**config.mk**
```make
export PLATFORM = sky130hd
export DESIGN_NAME = hostbus_if
export DESIGN_NICKNAME = d
export VERILOG_FILES = /design/src/rtl/hbi_pkg.sv /design/src/rtl/hbi_sync.sv /design/src/rtl/hbi_strobe_decode.sv /design/src/rtl/hbi_addr_path.sv /design/src/rtl/hbi_data_path.sv /design/src/rtl/hostbus_if.sv
export SDC_FILE = /design/constraint.sdc
export NUM_CORES = 1
export LEC_CHECK = 0
export ABC_AREA = 0
export BUFFER_PORTS_ARGS = -buffer_cell sky130_fd_sc_hd__buf_4
export CAP_MARGIN = 20
export CORE_MARGIN = 2
export CORE_UTILIZATION = 40
export DETAILED_ROUTE_END_ITERATION = 7
export PLACE_DENSITY = 0.81
export SLEW_MARGIN = 30
export SYNTH_ARGS = -nofsm -noshare
export SYNTH_HDL_FRONTEND = slang
export SYNTH_SLANG_ARGS = --single-unit
```
**constraint.sdc**
```tcl
create_clock -name clk -period 1.3 [get_ports clk]
set_clock_uncertainty 0.15 [all_clocks]
set_input_delay 0.13 -clock clk [delete_from_list [all_inputs] [get_ports clk]]
set_output_delay 0.13 -clock clk [all_outputs]
set_load 0.005 [all_outputs]
```
**src/rtl/hbi_pkg.sv**
```systemverilog
package hbi_pkg;
   typedef enum logic {
      STY_SPLIT = 1'b0,
      STY_DIRDS = 1'b1
   } strobe_style_e;

   typedef struct packed {
      logic ale;
      logic rd;
      logic wr;
      logic sel;
   } bus_ctl_t;

   localparam int CTL_W = $bits(bus_ctl_t);
endpackage

```
**src/rtl/hbi_sync.sv**
```systemverilog
module hbi_sync #(
   parameter int W      = 4,
   parameter int STAGES = 2
) (
   input  logic         clk,
   input  logic         rst_n,
   input  logic [W-1:0] d,
   output logic [W-1:0] q
);
   logic [STAGES-1:0][W-1:0] chain;

   for (genvar g = 0; g < STAGES; g++) begin : g_stage
      if (g == 0) begin : g_first
         always_ff @(posedge clk or negedge rst_n) begin
            if (!rst_n) chain[0] <= '0;
            else        chain[0] <= d;
         end
      end else begin : g_next
         always_ff @(posedge clk or negedge rst_n) begin
            if (!rst_n) chain[g] <= '0;
            else        chain[g] <= chain[g-1];
         end
      end
   end

   assign q = chain[STAGES-1];
endmodule

```
**src/rtl/hbi_strobe_decode.sv**
```systemverilog
module hbi_strobe_decode
   import hbi_pkg::*;
(
   input  logic cfg_style,
   input  logic cfg_mux_n,
   input  logic cs_n,
   input  logic wr_dir,
   input  logic rd_ds,
   input  logic ale,
   output bus_ctl_t ctl
);
   strobe_style_e style;
   logic wr_raw, rd_raw;

   assign style = strobe_style_e'(cfg_style);

   always_comb begin
      unique case (style)
         STY_SPLIT: begin
            wr_raw = ~wr_dir;
            rd_raw = ~rd_ds;
         end
         STY_DIRDS: begin
            wr_raw = ~rd_ds & ~wr_dir;
            rd_raw = ~rd_ds &  wr_dir;
         end
         default: begin
            wr_raw = 1'b0;
            rd_raw = 1'b0;
         end
      endcase
   end

   always_comb begin
      ctl.sel = ~cs_n;
      ctl.wr  = ~cs_n & wr_raw;
      ctl.rd  = ~cs_n & rd_raw;
      ctl.ale = ~cfg_mux_n & ale;
   end
endmodule

```
**src/rtl/hbi_addr_path.sv**
```systemverilog
module hbi_addr_path #(
   parameter int AW = 3
) (
   input  logic          clk,
   input  logic          rst_n,
   input  logic          cfg_mux_n,
   input  logic          ale_s,
   input  logic          sel_s,
   input  logic [AW-1:0] addr_in,
   input  logic [AW-1:0] ad_lo,
   output logic [AW-1:0] cap_addr
);
   logic [AW-1:0] alat;
   logic [AW-1:0] addr_eff;

   always_ff @(posedge clk or negedge rst_n) begin
      if (!rst_n)     alat <= '0;
      else if (ale_s) alat <= ad_lo;
   end

   assign addr_eff = cfg_mux_n ? addr_in : alat;

   always_ff @(posedge clk or negedge rst_n) begin
      if (!rst_n)     cap_addr <= '0;
      else if (sel_s) cap_addr <= addr_eff;
   end
endmodule

```
**src/rtl/hbi_data_path.sv**
```systemverilog
module hbi_data_path #(
   parameter int AW        = 3,
   parameter int BW        = 8,
   parameter int DATA_ADDR = 7
) (
   input  logic            clk,
   input  logic            rst_n,
   input  logic            wr_s,
   input  logic            rd_s,
   input  logic            word_en,
   input  logic            swap_en,
   input  logic [AW-1:0]   cap_addr,
   input  logic [BW-1:0]   dlo_in,
   input  logic [BW-1:0]   dhi_in,
   input  logic [2*BW-1:0] rf_rdata,
   output logic [2*BW-1:0] rf_wdata,
   output logic [BW-1:0]   dlo_out,
   output logic            dlo_oe,
   output logic [BW-1:0]   dhi_out,
   output logic            dhi_oe,
   output logic            word_acc
);
   localparam logic [AW-1:0] DSEL = AW'(DATA_ADDR);

   logic [BW-1:0] cap_lo, cap_hi;
   logic [BW-1:0] rd_lo,  rd_hi;

   assign word_acc = word_en & (cap_addr == DSEL);

   always_ff @(posedge clk or negedge rst_n) begin
      if (!rst_n) begin
         cap_lo <= '0;
         cap_hi <= '0;
      end else if (wr_s) begin
         cap_lo <= dlo_in;
         cap_hi <= dhi_in;
      end
   end

   assign rd_lo = rf_rdata[BW-1:0];
   assign rd_hi = rf_rdata[2*BW-1:BW];

   always_comb begin
      if (!word_acc)    rf_wdata = {{BW{1'b0}}, cap_lo};
      else if (swap_en) rf_wdata = {cap_lo, cap_hi};
      else              rf_wdata = {cap_hi, cap_lo};
   end

   always_comb begin
      dlo_oe  = rd_s;
      dhi_oe  = rd_s & word_acc;
      dlo_out = '0;
      dhi_out = '0;
      if (rd_s) begin
         dlo_out = (word_acc && swap_en) ? rd_hi : rd_lo;
         if (word_acc) dhi_out = swap_en ? rd_lo : rd_hi;
      end
   end
endmodule

```
**src/rtl/hostbus_if.sv**
```systemverilog
module hostbus_if
   import hbi_pkg::*;
#(
   parameter int AW          = 3,
   parameter int BW          = 8,
   parameter int DATA_ADDR   = 7,
   parameter int SYNC_STAGES = 2
) (
   input  logic            clk,
   input  logic            rst_n,
   input  logic            cfg_mux_n,
   input  logic            cfg_style,
   input  logic            cfg_tmg_n,
   input  logic            ctl_word_en,
   input  logic            ctl_swap_en,
   input  logic            cs_n,
   input  logic [AW-1:0]   addr_in,
   input  logic            ale,
   input  logic            wr_dir,
   input  logic            rd_ds,
   input  logic [BW-1:0]   dlo_in,
   input  logic [BW-1:0]   dhi_in,
   output logic [BW-1:0]   dlo_out,
   output logic            dlo_oe,
   output logic [BW-1:0]   dhi_out,
   output logic            dhi_oe,
   output logic            iocs16_n,
   output logic            fast_tmg,
   output logic            rf_wr,
   output logic            rf_rd,
   output logic [AW-1:0]   rf_addr,
   output logic [2*BW-1:0] rf_wdata,
   input  logic [2*BW-1:0] rf_rdata
);
   if (AW < 1 || AW > BW) begin : g_bad_aw
      $error("hostbus_if: AW must lie in 1..BW");
   end
   if (DATA_ADDR < 0 || DATA_ADDR >= (1 << AW)) begin : g_bad_daddr
      $error("hostbus_if: DATA_ADDR outside address map");
   end
   if (SYNC_STAGES < 2) begin : g_bad_sync
      $error("hostbus_if: SYNC_STAGES must be at least 2");
   end

   bus_ctl_t ctl_raw, ctl_s;
   logic     wr_d;
   logic     word_acc;
   logic [AW-1:0] cap_addr;

   hbi_strobe_decode u_dec (
      .cfg_style (cfg_style),
      .cfg_mux_n (cfg_mux_n),
      .cs_n      (cs_n),
      .wr_dir    (wr_dir),
      .rd_ds     (rd_ds),
      .ale       (ale),
      .ctl       (ctl_raw)
   );

   hbi_sync #(.W(CTL_W), .STAGES(SYNC_STAGES)) u_sync (
      .clk   (clk),
      .rst_n (rst_n),
      .d     (ctl_raw),
      .q     (ctl_s)
   );

   hbi_addr_path #(.AW(AW)) u_addr (
      .clk       (clk),
      .rst_n     (rst_n),
      .cfg_mux_n (cfg_mux_n),
      .ale_s     (ctl_s.ale),
      .sel_s     (ctl_s.sel),
      .addr_in   (addr_in),
      .ad_lo     (dlo_in[AW-1:0]),
      .cap_addr  (cap_addr)
   );

   hbi_data_path #(.AW(AW), .BW(BW), .DATA_ADDR(DATA_ADDR)) u_data (
      .clk      (clk),
      .rst_n    (rst_n),
      .wr_s     (ctl_s.wr),
      .rd_s     (ctl_s.rd),
      .word_en  (ctl_word_en),
      .swap_en  (ctl_swap_en),
      .cap_addr (cap_addr),
      .dlo_in   (dlo_in),
      .dhi_in   (dhi_in),
      .rf_rdata (rf_rdata),
      .rf_wdata (rf_wdata),
      .dlo_out  (dlo_out),
      .dlo_oe   (dlo_oe),
      .dhi_out  (dhi_out),
      .dhi_oe   (dhi_oe),
      .word_acc (word_acc)
   );

   always_ff @(posedge clk or negedge rst_n) begin
      if (!rst_n) wr_d <= 1'b0;
      else        wr_d <= ctl_s.wr;
   end

   assign rf_wr    = wr_d & ~ctl_s.wr;
   assign rf_rd    = ctl_s.rd;
   assign rf_addr  = cap_addr;
   assign iocs16_n = ~(ctl_s.sel & word_acc);
   assign fast_tmg = ~cfg_tmg_n & cfg_mux_n;
endmodule

```
==> metrics.txt <==
Total Wirelength 5300 um; Initial Util 41.0%; Post-synth ARST share 100%; Sink Count 31; Die Wd 67.8 um; Crit Path Class register to output pin; core area 3970 um2; Yosys warnings 0; run status complete, but fails checks; fin crit period 1.84 ns; drt pass-1 iters 4; Syn Nets 193; critical path arrival 1.56 ns; endpoint class of the critical path output pin; H-tree Lvls 2; clock latency on the worst-skew pair 0.27 ns; GR Util met3 4.28%; total CTS buffers 5; top cell type's share of synthesized area 47.6%; number of max-cap violations 0; ANT nets after route 0; post-synthesis register bit count 31; # rows 23; area leader, netlist dfrtp_1; ratio of cells with drive above 1 in the final layout 61.4%; WL per Instance 16.2 um; Placement Setup Slack -0.284 ns; die area 4600 um2; Top FF cell, synth dfrtp_1; worst-case reg-to-reg path depth 3; Max Clock Freq 0.542 GHz; period utilisation layout 142%; Avg Synthesized Cell Area 11.1 um2; M2 GR Usage 43.0%; relative slew slack 74.0%; IO Count 87; DIE HEIGHT 67.8 um; Iter 0 DRT Violations 46; Seq/Total Area, Yosys 47.6%; CTS tree done; Worst EP required 1.02 ns; Final Hold Viols 0; Final Worst Setup Slack -0.544 ns; number of port buffers 86; Bufs on Longest Clock Path 2; routability cong. 0.694; WHS Path Cells 3; P_leak 1.46 nW; PD cells 995 nW/um2; # fillers 260; FF-to-FF End u_data.cap_lo[7]; grt peak-use layer met2; placement-stage cell area 2370 um2; routed vias/inst 5.09; GR Util All Layers 21.5%; gr ovfl total 0; crit path max fanout 5; Nets 322; Clk Tree Root Cell clkbuf_8; reg2reg start u_sync.q[1]; Mapped Cells 147; Post-synth EDFFs 0; RSZ-0062 raised after global routing yes; vias in the first global route 1551; failing checks setup timing; largest net degree at the start of global routing 32; vias post-DR 1663; final setup TNS -13.07 ns; Synth area leaders dfrtp_1, mux2_2, mux2i_1; first-pass GRT wire length 7150 um; worst slew pin tran 0.390 ns; Post-synth top cells dfrtp_1, mux2_2, mux2i_1, nor2_1, nand2_1; Cell variety after synth 19; Layout Cells excl Fill 327; VDD IR max 1.16 mV; Synth Cell Area 1630 um2; cell with the most instances after synthesis dfrtp_1; worst reg2reg setup slack 0.07 ns; CTS clk-pin slew, worst paths 0.06 ns; hpwl dp 3090 um; Hold Crit Start addr_in[0]; Setup crit start kind register; drt drc 0; # diodes 0; end of the worst hold path u_addr.cap_addr[0]; worst hold path type input pin to register; Placed Cells 284; final setup violation count 34; Final Cell Area 3080 um2; Pins Over Slew Limit 0; initial antenna violation count 0; GRT met1 Usage 22.9%; Syn-to-layout area delta 88.9%
## critical path, cell delays in order, from the launching register on
cell and delay (ns):
dfrtp_1 0.35, and4_4 0.26, buf_6 0.12, clkbuf_16 0.16, nand4_1 0.11, o21ai_1 0.14
buf_4 0.14
## kinds of logic after synthesis
group                  count (synthesis)  synth area share (%)
multiplexers                          46                  30.8
AO/OA/AOI/OAI                         13                  4.30
flip-flops                            31                  47.6
buffers and inverters                 13                  4.38
AND/OR/NAND/NOR                       44                  12.9
## layer usage
metal	part of all wire, %	vias up	wire, um
li1	-	777	-
met1	35	811	1850
met2	58	71	3060
met3	6.6	4	351
met4	0.75	0	40
met5	0	-	0
## where the power goes
| part | switching, W | internal (W) |
|---|---|---|
| registers | 0.0000977 | 0.00110 |
| logic | 0.000347 | 0.000566 |
| clock network | 0.000338 | 0.000619 |
| total | 0.000782 | 0.00228 |
## sequential cells by signal, indices dropped and copies added (netlist names)
signal and flops:
u_addr.alat 3, u_sync.chain 4, u_sync.q 4, u_addr.cap_addr 3, u_data.cap_hi 8, u_data.cap_lo 8
wr_d 1
## how the worst max path moves through the flow
| stage | end | start | cells past startpoint | slack [ns] |
|---|---|---|---|---|
| finish | dlo_out[4] | u_addr.cap_addr[0] | 6 | -0.54 |
| global route | dlo_out[4] | u_addr.cap_addr[0] | 6 | -0.61 |
| CTS | rf_wdata[7] | u_addr.cap_addr[1] | 4 | -0.47 |
| detailed placement | rf_wdata[1] | u_addr.cap_addr[0] | 4 | -0.28 |
| global placement | rf_wdata[2] | u_addr.cap_addr[0] | 4 | -0.25 |
| floorplan | rf_wdata[6] | u_addr.cap_addr[0] | 4 | -0.13 |
## layout make-up
| type | instances | area, um2 | share of cell area [%] |
|---|---|---|---|
| clock inverter | 2 | 35.0 | 1.14 |
| multi-input combinational | 104 | 943 | 30.7 |
| inverter | 3 | 11.3 | 0.366 |
| sequential | 31 | 777 | 25.2 |
| timing repair buffer | 131 | 1170 | 37.9 |
| tap | 50 | 62.6 | 2.03 |
| clock buffer | 6 | 82.6 | 2.68 |
## what timing repair did
| action | in CTS | in global routing |
|---|---|---|
| setup buffers | 9 | 2 |
| pin swaps | 6 | 19 |
| endpoints found under the setup margin | 35 | 37 |
| endpoints found under the hold margin | 54 | 0 |
| cloned | 1 | 1 |
| hold buffers | 23 | 0 |
| resized for setup | 46 | 27 |
## through the flow
step           utilization (%)  total power [W]  hold slack, ns
2_1_floorplan                -          0.00151          -0.316
3_3_place_gp              59.7          0.00186         -0.0710
3_5_place_dp              59.7          0.00189         -0.0736
4_1_cts                   73.7          0.00301          0.0136
5_1_grt                   77.5          0.00321          0.0282
6_report                  77.5          0.00306          0.0239
## placed cells by master (no fill, tap or decap), types with 4 or more instances in the layout
| master | n |
|---|---|
| buf_4 | 83 |
| dfrtp_1 | 30 |
| mux2_2 | 23 |
| dlygate4sd3_1 | 23 |
| buf_6 | 22 |
| mux2i_1 | 19 |
| nor2_4 | 11 |
| nand4_1 | 9 |
| nand2_1 | 8 |
| o21ai_1 | 6 |
| clkbuf_8 | 6 |
| nor2_2 | 5 |
| mux2_4 | 4 |
(Power assumes the default switching activity.)
